File: src/rtl/qdac_pkg.sv
package qdac_pkg;
    typedef enum logic [1:0] {
        OP_IDLE  = 2'd0,
        OP_WRITE = 2'd1,
        OP_READ  = 2'd2,
        OP_RESET = 2'd3
    } bus_op_t;
endpackage

File: src/rtl/qdac_bus_decode.sv
module qdac_bus_decode
    import qdac_pkg::*;
#(
    parameter int NUM_CH = 4,
    localparam int ADDR_W = $clog2(NUM_CH)
) (
    input  logic              bus_rst_n,
    input  logic              cs_n,
    input  logic              rd_wr,
    input  logic [ADDR_W-1:0] addr,
    output bus_op_t           op,
    output logic [NUM_CH-1:0] sel
);
    always_comb begin
        unique casez ({bus_rst_n, cs_n, rd_wr})
            3'b0??:  op = OP_RESET;
            3'b11?:  op = OP_IDLE;
            3'b100:  op = OP_WRITE;
            3'b101:  op = OP_READ;
            default: op = OP_IDLE;
        endcase
    end

    for (genvar i = 0; i < NUM_CH; i++) begin : g_sel
        assign sel[i] = (addr == ADDR_W'(i));
    end
endmodule

File: src/rtl/qdac_chan.sv
module qdac_chan
    import qdac_pkg::*;
#(
    parameter int DATA_W = 12,
    parameter logic [DATA_W-1:0] RST_VAL = '0
) (
    input  logic              clk,
    input  bus_op_t           op,
    input  logic              sel,
    input  logic              ldac_n,
    input  logic [DATA_W-1:0] wr_data,
    output logic [DATA_W-1:0] in_q,
    output logic [DATA_W-1:0] dac_q
);
    logic [DATA_W-1:0] in_next;

    always_comb begin
        in_next = in_q;
        if (op == OP_WRITE && sel) in_next = wr_data;
    end

    always_ff @(posedge clk) begin
        if (op == OP_RESET) begin
            in_q  <= RST_VAL;
            dac_q <= RST_VAL;
        end else begin
            in_q <= in_next;
            if (!ldac_n) dac_q <= in_next;
        end
    end
endmodule

File: src/rtl/quad_dac_regs.sv
module quad_dac_regs
    import qdac_pkg::*;
#(
    parameter int DATA_W  = 12,
    parameter int NUM_CH  = 4,
    parameter bit BIPOLAR = 1'b1,
    localparam int ADDR_W = $clog2(NUM_CH),
    localparam logic [DATA_W-1:0] RST_VAL =
        BIPOLAR ? (DATA_W'(1) << (DATA_W - 1)) : '0
) (
    input  logic                     clk,
    input  logic                     bus_rst_n,
    input  logic                     cs_n,
    input  logic                     rd_wr,
    input  logic                     ldac_n,
    input  logic [ADDR_W-1:0]        addr,
    input  logic [DATA_W-1:0]        wr_data,
    output logic [DATA_W-1:0]        rd_data,
    output logic                     rd_oe,
    output logic [NUM_CH*DATA_W-1:0] dac_out
);
    bus_op_t             op_d, op_q;
    logic [ADDR_W-1:0]   rd_sel_q;
    logic [NUM_CH-1:0]   sel;
    logic [DATA_W-1:0]   in_q  [NUM_CH];
    logic [DATA_W-1:0]   dac_q [NUM_CH];

    qdac_bus_decode #(.NUM_CH(NUM_CH)) u_dec (
        .bus_rst_n (bus_rst_n),
        .cs_n      (cs_n),
        .rd_wr     (rd_wr),
        .addr      (addr),
        .op        (op_d),
        .sel       (sel)
    );

    for (genvar i = 0; i < NUM_CH; i++) begin : g_ch
        qdac_chan #(.DATA_W(DATA_W), .RST_VAL(RST_VAL)) u_chan (
            .clk     (clk),
            .op      (op_d),
            .sel     (sel[i]),
            .ldac_n  (ldac_n),
            .wr_data (wr_data),
            .in_q    (in_q[i]),
            .dac_q   (dac_q[i])
        );
        assign dac_out[i*DATA_W +: DATA_W] = dac_q[i];
    end

    // State register: last decoded bus operation and address
    always_ff @(posedge clk) begin
        op_q     <= op_d;
        rd_sel_q <= addr;
    end

    // Output process
    always_comb begin
        rd_oe   = 1'b0;
        rd_data = '0;
        unique case (op_q)
            OP_READ: begin
                rd_oe   = 1'b1;
                rd_data = in_q[rd_sel_q];
            end
            OP_IDLE, OP_WRITE, OP_RESET: begin
                rd_oe   = 1'b0;
                rd_data = '0;
            end
            default: begin
                rd_oe   = 1'b0;
                rd_data = '0;
            end
        endcase
    end
endmodule

File: config.mk
export PLATFORM = sky130hd
export DESIGN_NAME = quad_dac_regs
export DESIGN_NICKNAME = d
export VERILOG_FILES = /design/src/rtl/qdac_pkg.sv /design/src/rtl/qdac_bus_decode.sv /design/src/rtl/qdac_chan.sv /design/src/rtl/quad_dac_regs.sv
export SDC_FILE = /design/constraint.sdc
export NUM_CORES = 1
export LEC_CHECK = 0
export BUFFER_PORTS_ARGS = -buffer_cell sky130_fd_sc_hd__buf_4
export CAP_MARGIN = 20
export CORE_MARGIN = 2
export CORE_UTILIZATION = 55
export CTS_CLUSTER_DIAMETER = 60
export DETAILED_ROUTE_END_ITERATION = 16
export HOLD_SLACK_MARGIN = 0.05
export PLACE_DENSITY = 0.9
export SLEW_MARGIN = 20
export SYNTH_ARGS = -nofsm -noshare
export SYNTH_HDL_FRONTEND = slang
export SYNTH_HIERARCHICAL = 1
export SYNTH_SLANG_ARGS = --single-unit
File: constraint.sdc
create_clock -name clk -period 1.87 [get_ports clk]
set_input_delay 0.0935 -clock clk [delete_from_list [all_inputs] [get_ports clk]]
set_output_delay 0.0935 -clock clk [all_outputs]
set_load 0.05 [all_outputs]
; Yosys cells after proc, flatten, opt, wreduce, memory -nomap -nowiden
; Cells that the tools add are included.
[totals]
input_bits = 19
regBits = 100
[op_classes]
reduce_logical = 7
n_lt_le_gt_ge = 1
n_eq_ne = 11
mux = 10
n_bitwise = 2
[op_table]
columns = op, count
row1 = $mux 12, 6
row2 = $bmux 12 s2, 1
row3 = $pmux 12 s2, 1
row4 = $eq 2x2->1 const B, 6
row5 = $pmux 2 s4, 1
row6 = $eq 2x1->1 const B, 3
row7 = $eq 3x3->1 const B, 2
row8 = $logic_and 1x1->1, 4
row9 = $logic_not 2->1, 2
row10 = $ge 3x3->1 const B, 1
row11 = $not 2->3, 1
row12 = $reduce_or 3->1, 1
row13 = $pmux 1 s2, 1
row14 = $not 1->1, 1

; Depth between registers and ports, before layout
[logic_depth]
depth_word = 5
mapped_depth = 7
mapped_depth_nobuf = 5

; Cells and area by module
; Netlist, hierarchy kept.
[by_module_without_submodules]
columns = module, area_each_um2, cells_per_inst, instances, seq_area_each_um2
row1 = qdac_chan, 925.9, 97, 4, 480.5
row2 = quad_dac_regs, 525.5, 48, 1, 80.1
row3 = qdac_bus_decode, 40.0, 7, 1, 0.0

; Worst setup path after synthesis
; OpenSTA, ideal clock, no wires.
[synth_timing]
path_type = flip-flop to output port
start = register op_q[0]
end = output rd_data[6]
required_ps = 1776
arrival_time_ps = 1503
path_buffers = 1
path_stages_with_launch = 4
slack_ps = 273
cell_sequence = dfxtp_1 > nand3b_1 > buf_2 > o22ai_1
[synth_via]
elab_chain_len = 3
[synth_lines]
columns = item, line_no
row1 = from (decl), quad_dac_regs.sv:22  ; bus_op_t op_d, op_q;
row2 = from (signal assigned), quad_dac_regs.sv:52  ; op_q <= op_d;
row3 = "$eq 2x1->1, or another cell as far along", quad_dac_regs.sv:60  ; unique case (op_q)
row4 = $reduce_or 3->1, quad_dac_regs.sv:60
row5 = $pmux 12 s2 (*), quad_dac_regs.sv:60
row6 = to (decl), quad_dac_regs.sv:18  ; output logic [DATA_W-1:0] rd_data,
; Every way passes the cells marked *; elsewhere a longest branch is shown, timed or not.

; Worst setup path in the final report
[layout_timing]
start = register rd_sel_q[0]
end = output rd_data[3]
[layout_via]
elab_chain_len = 5
[layout_lines]
columns = item, line_no
row1 = from (decl), quad_dac_regs.sv:23  ; logic [ADDR_W-1:0] rd_sel_q;
row2 = from (signal assigned), quad_dac_regs.sv:53  ; rd_sel_q <= addr;
row3 = $not 2->3 (implied by the code), quad_dac_regs.sv:63  ; rd_data = in_q[rd_sel_q];
row4 = $bmux 12 s2, quad_dac_regs.sv:63
row5 = $mux 12 (implied by the code) (2 in a row), quad_dac_regs.sv:63
row6 = $pmux 12 s2, quad_dac_regs.sv:60
; No other way between the ends. The select of a mux whose other input is x is not followed.

==> impl_metrics.csv <==
group,metric,value,unit
status,outcome,"finished clean",
worst_setup_path,cp_data_arrival_time,1.66,ns
yosys,synth_top_area_share,46.89,%
placement,gp_congestion,0.8839,
detailed_routing,route.detailed.drc,0,
global_routing,grt_pass1_vias,3390,
worst_setup_path,cp.required,1.78,ns
global_routing,grt_first_pass_wirelength,16.76,mm
timing,fin_tns_setup,0,ns
yosys,ys_warn_count,6,
yosys,yosys_register_bits,100,
clocking,clk_latency,0.35,ns
detailed_routing,wirelength,10.50,mm
worst_setup_path,r2r-end,"g_ch[1].u_chan/dac_q[11]",
power,clkPwrFrac,28.5,%
floorplanning,rows,32,
worst_setup_path,r2r_cells,2,
yosys,ys.flop_type,"dfxtp_1",
worst_setup_path,critPathTopFamily,"flip-flops",
timing,finalSetupViolations,0,
clocking,htreeDepth,3,
floorplanning,boundaryPins,80,
detailed_routing,num_vias,3650,
final_layout,area_delta_synth_final,18.76,%
global_routing,grt_start_max_net_pins,24,
floorplanning,die_h,92.10,microns
clocking,cts_num_sinks,100,
yosys,postSynthAreaPerCell,9.637,sq um
yosys,synth_cell_types,22,
worst_setup_path,crit_end,"rd_data[3]",
timing,drv_slew,0,
worst_setup_path,critPathMaxStageDelay,0.43,ns
yosys,synth_most_common_cell,"dfxtp_1",
job,cap_viol_max_count,0,
global_routing,grt_usage,25.06,%
floorplanning,core-area,0.007607,sq mm
yosys,synth.largest_area_cell,"dfxtp_1",
timing,rsz0062_at_grt,"false",
final_layout,drive_gt1_share,30.40,%
detailed_routing,first_pass_iters,5,
final_layout,final_nets,537,
yosys,synth_seq_area_share,46.89,%
timing,post-route-period-util,93.79,%
worst_setup_path,reg2reg_slack,0.84,ns
clocking,clockBufferDepth,2,
detailed_routing,ant_nets,0,
worst_hold_path,hold_path.class,"in2reg",
power,powerDensity,901.6,mW/mm^2
yosys,syn_nets,462,
timing,fin_skew,0.005197,ns
worst_setup_path,path_max_fanout,20,
power,p_int,3.174,mW
timing,hold_slack,0.06352,ns
detailed_routing,vias_per_cell,5.840,
worst_setup_path,r2r-start,"g_ch[1].u_chan/in_q[11]",
clocking,cts_tree,"yes",
worst_setup_path,crit_type,"reg2out",
yosys,synth_common_cells,"100 x dfxtp_1, 96 x nand2_1, 48 x a21oi_1",
clocking,clk_pin_slew,0.08,ns
floorplanning,die_x,92.10,microns
worst_setup_path,critPathBufInv,2,
worst_setup_path,cp-startpoint,"rd_sel_q[0]",
detailed_routing,dr.first_iter.drc_count,213,
power,ir_drop,0.0005418,V
timing,tightest_slew,0.6238,ns
clocking,clockRootBuffer,"clkbuf_8",
global_routing,grt-ovfl-total,0,
timing,period_needed,1.754,ns
power,p_sw,1.397,mW
detailed_routing,wl_per_cell,16.80,microns
floorplanning,dieArea,0.008482,sq mm
yosys,netlist_instances,443,
placement,place_hpwl,7.415,mm
clocking,numCtsBuffers,9,
final_layout,insertedDiodeCount,0,
worst_setup_path,end_kind,"output pin",
yosys,async_flop_share,0,%
final_layout,fillers,580,
timing,max_freq,0.5702,GHz
placement,numPortBuffers,79,
yosys,syn-cell-area,0.004269,sq mm
worst_setup_path,critical_path.slowest_cell,"dfxtp_2",
yosys,synth_edf_count,0,
power,combPwrFrac,20.4,%
power,power_leakage,1.961,nW
worst_setup_path,startpoint_type,"register",
power,seq_power_share,51.1,%
yosys,synth_area_leaders,"dfxtp_1 47%, a311oi_2 11%, nand2_1 8.4%, a21oi_1 5.6%, mux2i_1 5.6%",
global_routing,antenna_found_initial,0,
timing,timing.final.hold_violations,0,
timing,maxSlewHeadroom,58.29,%
worst_setup_path,worstSetupPathDepth,4,
power,p_sw_share,30.56,%
floorplanning,initial_core_util,56.12,%
worst_setup_path,crit_chain,"buf_12, mux2i_1, o22ai_2, buf_4",
-- area by class of cell --
type                       count  area [sq um]  share of cell area (%)
clock buffer                  11         131.4                   2.591
tap                          102         127.6                   2.517
inverter                       5         18.77                  0.3702
timing repair buffer          97         755.7                   14.91
clock inverter                 5         52.55                   1.037
multi-input combinational    305          1981                   39.07
sequential                   100          2003                   39.51
-- stage by stage --
stage               instances  power, mW  setup WS, ns  area, sq um  util (%)
finish                    625      4.571        0.1161         5070     66.64
global route              625      4.732       0.06747         5070     66.64
CTS                       625      4.576       0.02090         5069     66.63
detailed placement        603      3.298        0.3012         4825     63.42
global placement          603      3.274        0.3749         4825     63.42
floorplan                 443      3.049        0.2732         4269         -
-- what timing repair did --
item,in CTS,in global routing
resized for setup,0,1
hold endpoints to repair,13,0
hold buffers,6,0
setup buffers,0,0
endpoints found under the setup margin,0,7
-- per-layer routing --
metal / share of wire (%) / vias to the layer above / GRT usage [%]
met5: 0 / - / 0
met4: 3.2 / 0 / 12.94
met3: 6.5 / 26 / 3.122
met2: 47 / 164 / 39.77
met1: 43 / 1738 / 33.54
li1: - / 1722 / -
-- power groups by stage --
stage          Clock [mW]  Combinational (mW)  Sequential (mW)
6_report             1.30               0.932             2.34
5_1_grt              1.40               0.985             2.35
4_1_cts              1.31               0.929             2.34
3_5_place_dp            0               0.917             2.38
3_3_place_gp            0               0.895             2.38
2_1_floorplan           0               0.410             2.64
-- tightest hold or removal path: cells and delay by family --
| kind | cells | cell delay (ns) |
|---|---|---|
| AO/OA/AOI/OAI | 1 | 0.06 |
| AND/OR/NAND/NOR | 1 | 0.08 |
| buffers and inverters | 1 | 0.14 |
-- how the worst min path moves through the flow --
stage | startpoint | endpoint | slack (ns) | cells past startpoint
after CTS | wr_data[0] | g_ch[3].u_chan/in_q[0] | 0.06 | 3
after floorplan | addr[0] | rd_sel_q[0] | 0.12 | 0
after global routing | wr_data[6] | g_ch[0].u_chan/in_q[6] | 0.06 | 3
after global placement | addr[0] | rd_sel_q[0] | 0.23 | 1
after detailed placement | addr[0] | rd_sel_q[0] | 0.23 | 1
final | wr_data[6] | g_ch[0].u_chan/in_q[6] | 0.06 | 3
-- layout by cell type (no fill, tap or decap), types with 5 or more instances in the layout --
cell type      count
nor3_1             8
o22ai_2           10
a21oi_1           48
mux2i_1           24
dlygate4sd3_1      6
nor4_1             8
buf_4             90
clkbuf_8           9
inv_1              5
nand3b_1           5
a311oi_1          12
a311oi_2          32
dfxtp_1           99
nand2_1           96
and2_2             5
nor2_1            45
-- sequential cells by signal (all words and copies together), names as in the netlist --
register	flops
op_q	2
g_ch.u_chan/dac_q	48
rd_sel_q	2
g_ch.u_chan/in_q	48
-- logic make-up (layout without fill, tap and decap cells) --
logic type / Yosys count / count (layout) / share of synthesized area (%)
simple gates: 175 / 175 / 17.97
mux: 24 / 24 / 5.627
compound gates: 106 / 106 / 22.80
buf+inv: 38 / 118 / 6.711
flops: 100 / 100 / 46.89
(Power assumes the default switching activity.)
